### src/rtl/dma_dst_pkg.sv
package dma_dst_pkg;
  parameter int unsigned AW = 32;
  parameter int unsigned CW = 6;

  typedef enum logic [1:0] {
    AM_FIXED = 2'b00,
    AM_INC   = 2'b01,
    AM_DEC   = 2'b10,
    AM_RSVD  = 2'b11
  } addr_mode_e;

  typedef struct packed {
    logic       ack_hi;
    logic       ack_wr;
    logic [1:0] unit;
    addr_mode_e mode;
  } ctrl_t;

  function automatic logic [AW-1:0] unit_step(input logic [1:0] unit);
    logic [AW-1:0] s;
    s = '0;
    case (unit)
      2'b00:   s[0] = 1'b1;
      2'b01:   s[1] = 1'b1;
      2'b10:   s[2] = 1'b1;
      default: s[4] = 1'b1;
    endcase
    return s;
  endfunction

  function automatic logic mode_illegal(input addr_mode_e m, input logic [1:0] unit);
    return (m == AM_RSVD) || (m == AM_DEC && unit == 2'b11);
  endfunction

  function automatic logic [AW-1:0] advance(input logic [AW-1:0] a,
                                            input addr_mode_e m,
                                            input logic [1:0] unit);
    case (m)
      AM_INC:  return a + unit_step(unit);
      AM_DEC:  return a - unit_step(unit);
      default: return a;
    endcase
  endfunction
endpackage

### src/rtl/dma_ctrl_reg.sv
module dma_ctrl_reg
  import dma_dst_pkg::*;
#(
  parameter int unsigned CHANNEL = 0
) (
  input  logic          clk,
  input  logic          rst_n,
  input  logic          we,
  input  logic [CW-1:0] wdata,
  output ctrl_t         ctrl
);
  logic [1:0] mode_q;
  logic [1:0] unit_q;

  always_ff @(posedge clk or negedge rst_n) begin
    if (!rst_n) begin
      mode_q <= 2'b00;
      unit_q <= 2'b00;
    end else if (we) begin
      mode_q <= wdata[1:0];
      unit_q <= wdata[3:2];
    end
  end

  assign ctrl.mode = addr_mode_e'(mode_q);
  assign ctrl.unit = unit_q;

  generate
    if (CHANNEL < 2) begin : g_ack_bits
      logic wr_q, hi_q;
      always_ff @(posedge clk or negedge rst_n) begin
        if (!rst_n) begin
          wr_q <= 1'b0;
          hi_q <= 1'b0;
        end else if (we) begin
          wr_q <= wdata[4];
          hi_q <= wdata[5];
        end
      end
      assign ctrl.ack_wr = wr_q;
      assign ctrl.ack_hi = hi_q;
    end else begin : g_no_ack_bits
      logic unused_ack_wdata;
      assign unused_ack_wdata = &{1'b0, wdata[5:4]};
      assign ctrl.ack_wr = 1'b0;
      assign ctrl.ack_hi = 1'b0;
    end
  endgenerate
endmodule

### src/rtl/dma_addr_unit.sv
module dma_addr_unit
  import dma_dst_pkg::*;
(
  input  logic          clk,
  input  logic          rst_n,
  input  logic          load,
  input  logic [AW-1:0] load_val,
  input  logic          step_en,
  input  ctrl_t         ctrl,
  output logic          illegal,
  output logic [AW-1:0] addr
);
  assign illegal = mode_illegal(ctrl.mode, ctrl.unit);

  always_ff @(posedge clk or negedge rst_n) begin
    if (!rst_n)
      addr <= '0;
    else if (load)
      addr <= load_val;
    else if (step_en && !illegal)
      addr <= advance(addr, ctrl.mode, ctrl.unit);
  end
endmodule

### src/rtl/dma_ack_gen.sv
module dma_ack_gen (
  input  logic phase_rd,
  input  logic phase_wr,
  input  logic ack_wr,
  input  logic ack_hi,
  output logic ack_active,
  output logic dack
);
  assign ack_active = ack_wr ? phase_wr : phase_rd;
  assign dack       = ack_hi ? ack_active : ~ack_active;
endmodule

### src/rtl/dma_dst_seq.sv
module dma_dst_seq
  import dma_dst_pkg::*;
#(
  parameter int unsigned CHANNEL = 0
) (
  input  logic          clk,
  input  logic          rst_n,
  input  logic          reg_we,
  input  logic          reg_sel,
  input  logic [AW-1:0] reg_wdata,
  output logic [AW-1:0] reg_rdata,
  input  logic          phase_rd,
  input  logic          phase_wr,
  input  logic          wr_last,
  output logic [AW-1:0] dst_addr,
  output logic          dack,
  output logic          cfg_err
);
  ctrl_t ctrl;
  logic  ctrl_we;
  logic  addr_we;
  logic  upd_evt;
  logic  ack_active;

  assign ctrl_we = reg_we && !reg_sel;
  assign addr_we = reg_we && reg_sel;
  assign upd_evt = phase_wr && wr_last;

  dma_ctrl_reg #(.CHANNEL(CHANNEL)) u_ctrl (
    .clk   (clk),
    .rst_n (rst_n),
    .we    (ctrl_we),
    .wdata (reg_wdata[CW-1:0]),
    .ctrl  (ctrl)
  );

  dma_addr_unit u_addr (
    .clk      (clk),
    .rst_n    (rst_n),
    .load     (addr_we),
    .load_val (reg_wdata),
    .step_en  (upd_evt),
    .ctrl     (ctrl),
    .illegal  (cfg_err),
    .addr     (dst_addr)
  );

  dma_ack_gen u_ack (
    .phase_rd   (phase_rd),
    .phase_wr   (phase_wr),
    .ack_wr     (ctrl.ack_wr),
    .ack_hi     (ctrl.ack_hi),
    .ack_active (ack_active),
    .dack       (dack)
  );

  assign reg_rdata = reg_sel ? dst_addr : {{(AW-CW){1'b0}}, ctrl};
endmodule

### config.mk
export PLATFORM = sky130hd
export DESIGN_NAME = dma_dst_seq
export DESIGN_NICKNAME = d
export VERILOG_FILES = /design/src/rtl/dma_dst_pkg.sv /design/src/rtl/dma_ctrl_reg.sv /design/src/rtl/dma_addr_unit.sv /design/src/rtl/dma_ack_gen.sv /design/src/rtl/dma_dst_seq.sv
export SDC_FILE = /design/constraint.sdc
export NUM_CORES = 1
export LEC_CHECK = 0
export BUFFER_PORTS_ARGS = -buffer_cell sky130_fd_sc_hd__buf_2
export CAP_MARGIN = 20
export CORE_ASPECT_RATIO = 0.5
export CORE_MARGIN = 5
export CORE_UTILIZATION = 50
export CTS_CLUSTER_SIZE = 24
export DETAILED_ROUTE_END_ITERATION = 7
export HOLD_SLACK_MARGIN = 0.05
export PLACE_DENSITY = 0.77
export SLEW_MARGIN = 20
export SYNTH_ARGS = -nofsm -noshare
export SYNTH_HDL_FRONTEND = slang
export SYNTH_SLANG_ARGS = --single-unit
### constraint.sdc
create_clock -name clk -period 10.1 [get_ports clk]
set_input_delay 1.01 -clock clk [delete_from_list [all_inputs] [get_ports clk]]
set_output_delay 1.01 -clock clk [all_outputs]
set_load 0.005 [all_outputs]
==> implementation parameters <==
Parameter                              Value

Status
  Result of the run ... finished clean

Floorplanning
  Die boundary width ... 133 um
  Initial cell density of the core ... 51.7%
  Die area ... 9550 um^2
  DIE HEIGHT ... 71.6 um
  Core area ... 7350 um^2
  Io pins ... 105
  Cell row count ... 22

Worst setup path
  Critical path origin ... u_ctrl.mode_q[0]
  Type of element capturing the critical path ... register
  Critical setup path kind ... register to register
  Worst flop-to-flop path startpoint ... u_ctrl.mode_q[0]
  FF-to-FF setup slack ... 5530 ps
  Required time of the critical path ... 10300 ps
  End of the critical path ... u_addr.addr[31]
  Max Fanout on Critical Path ... 20
  Startpoint class of the critical path ... register
  Endpoint of the most critical register-to-register path ... u_addr.addr[31]
  Worst Path Arrival ... 4770 ps
  Depth of the most critical reg-to-reg path ... 11

Yosys
  Count of cell types in the netlist ... 59
  Ys Warns ... 0
  Number of synthesized register bits ... 38
  Dominant cell type by area after synthesis ... sky130_fd_sc_hd__dfrtp_1
  Share of flip-flops with an asynchronous set or reset ... 100%
  Synth Area per Inst ... 7.91 um^2
  Syn_nets ... 546
  Post-Syn Area ... 3800 um^2
  Post-synthesis sequential area ratio ... 25.0%
  Area contributors post-synth ... sky130_fd_sc_hd__dfrtp_1 25%, sky130_fd_sc_hd__ha_1 8.6%, sky130_fd_sc_hd__nand2_1 5.2%
  EDFF count, synth ... 0
  Share of the synthesized area in the top cell type ... 25.0%
  Number of cells produced by synthesis ... 480
  Main flop type after synthesis ... sky130_fd_sc_hd__dfrtp_1

Final layout
  Most common cell after layout, fill and taps aside ... sky130_fd_sc_hd__buf_2
  Number of nets at the end of the flow ... 631
  N_diodes ... 0
  Final instance area ... 4480 um^2
  Commonest cells after routing, fill and taps aside ... 104 x sky130_fd_sc_hd__buf_2, 53 x sky130_fd_sc_hd__nand2_1, 44 x sky130_fd_sc_hd__nor2_1
  Layout Area Growth over Synthesis ... 18.1%
  Fraction of final layout cells with drive strength greater than 1 ... 24.2%

Clock tree
  Number of buffers added for setup after CTS ... 0
  H-tree depth ... 2
  Cts bufs inserted ... 5
  CTS clk-pin slew, worst paths ... 60 ps
  Root buffer selected by CTS ... sky130_fd_sc_hd__clkbuf_16
  Clock tree from TritonCTS ... built
  Maximum buffer depth of the clock tree ... 2
  Post-cts sizing count ... 0
  Clock sink count ... 38
  Worst-Skew Late Latency ... 290 ps
  Quantity of hold-fixing buffers added after cts ... 0

Timing
  Final worst path period share ... 45.2%
  Setup repair after global routing missed its margin ... no
  Number of max-slew violations in the final report ... 0
  Setup violations, final ... 0
  Remaining max-slew budget at the tightest pin ... 28.6%
  Fin. Hold Viols ... 0
  Slew @ Worst Pin ... 1070 ps
  Hold Worst Slack ... 558 ps
  Setup TNS Final ... 0 ps
  Clock Skew ... 5.42 ps
  Clock period minus worst slack ... 4570 ps
  Highest attainable clock frequency ... 0.219 GHz

Place
  Final estimated routing congestion in global placement ... 0.891
  Area after DPL ... 4330 um^2
  Total of buffers placed on input and output ports ... 104
  Hpwl dp ... 7700 um

Drt
  Routed wire length ... 10300 um
  Number of nets with antenna violations after routing ... 0
  DR pass1 iterations ... 5
  Via count of the routed design ... 3723
  Wire length per cell after detailed routing ... 15.5 um
  Detailed Route Iter0 Violations ... 269
  Avg Vias per Cell ... 5.62
  Remaining design rule violation count ... 0

Global route
  Global Route Usage Sum ... 21.6%
  Pin count of the biggest net entering global routing ... 41
  Initial antenna violation count ... 0
  Via count of the first global-routing pass ... 3517
  First-pass GRT wire length ... 17100 um
  GR Overflow Total ... 0

Pwr
  Worst vdd ir ... 0.0000970 V
  Total power density per cell area ... 207 nW/um^2
  Static leakage power ... 0.00221 uW

Min path
  Path category of the worst min-delay check ... register to register

Run
  Max Cap Viol ... 0
through the flow:
step	std cells	worst slack [ps]	utilization, %	power (uW)
after global routing	662	5210	61.0	1010
final	662	5530	61.0	930
after global placement	653	5830	58.9	753
after detailed placement	653	5670	58.9	764
after floorplan	480	6510	-	620
after CTS	661	5640	60.9	931
worst min-delay path by stage:
stage                           startpoint                     end  depth (start not counted)
finish              u_ctrl.g_ack_bits.hi_q  u_ctrl.g_ack_bits.hi_q                          1
global route        u_ctrl.g_ack_bits.hi_q  u_ctrl.g_ack_bits.hi_q                          1
CTS                 u_ctrl.g_ack_bits.hi_q  u_ctrl.g_ack_bits.hi_q                          1
detailed placement  u_ctrl.g_ack_bits.hi_q  u_ctrl.g_ack_bits.hi_q                          1
global placement    u_ctrl.g_ack_bits.wr_q  u_ctrl.g_ack_bits.wr_q                          1
floorplan           u_ctrl.g_ack_bits.hi_q  u_ctrl.g_ack_bits.hi_q                          1
layer usage:
layer  track usage (%)  vias up  wire length (um)
li1                  -     1880                 -
met1              31.1     1745              5150
met2              34.3       90              4530
met3              3.65        8               496
met4              5.02        0               101
met5                 0        -                 0
cells by family after synthesis:
| kind of cell | Yosys count | share of synthesized area, % |
|---|---|---|
| AO/OA/AOI/OAI | 138 | 23.8 |
| multiplexers | 17 | 5.01 |
| buffers and inverters | 41 | 4.55 |
| XOR/XNOR | 31 | 7.15 |
| adder cells (fa/ha/maj) | 37 | 11.8 |
| flip-flops | 38 | 25.0 |
| AND/OR/NAND/NOR | 178 | 22.7 |
sequential cells by signal, indices dropped and copies added (netlist names):
| name | count |
|---|---|
| u_ctrl.mode_q | 2 |
| u_ctrl.g_ack_bits.wr_q | 1 |
| u_ctrl.unit_q | 2 |
| u_addr.addr | 32 |
| u_ctrl.g_ack_bits.hi_q | 1 |
area by class of cell:
class	count	area, um^2
fill	699	2870
sequential	38	951
clock buffer	7	143
timing repair buffer	107	543
inverter	12	47.5
clock inverter	1	5.00
tap	96	120
multi-input combinational	401	2680
synth_stat cells (all sizes together) (2+ instances only):
master  instances
a21boi          2
a21o           14
a21oi          38
a221oi          2
a31oi          17
and2           31
and3            4
and4            2
buf             3
clkbuf         26
dfrtp          38
ha             26
inv            12
maj3           10
mux2           13
mux2i           4
nand2          53
nand2b          4
nand3          15
nand4           3
nand4b          2
nor2           44
nor2b           5
nor3            6
o211ai          3
o21a            8
o21ai          35
o21bai          4
o31ai           2
or3             5
xnor2          21
xor2           10
report_power, final:
group / switching [uW] / internal [uW]
Clock: 64.0 / 98.0
Combinational: 288 / 242
Sequential: 49.7 / 188
Total: 402 / 528
worst max-delay path: stages (launching register included):
cell	delay, ps
sky130_fd_sc_hd__dfrtp_1	400
sky130_fd_sc_hd__nand2b_1	630
sky130_fd_sc_hd__inv_1	610
sky130_fd_sc_hd__ha_1	530
sky130_fd_sc_hd__a21o_1	220
sky130_fd_sc_hd__o41ai_1	690
sky130_fd_sc_hd__o22ai_1	320
sky130_fd_sc_hd__o21ai_2	320
sky130_fd_sc_hd__o311ai_4	130
sky130_fd_sc_hd__xnor2_1	150
sky130_fd_sc_hd__or3_1	310
sky130_fd_sc_hd__a31oi_1	170
Note: power is estimated with default switching activity, not from simulation.
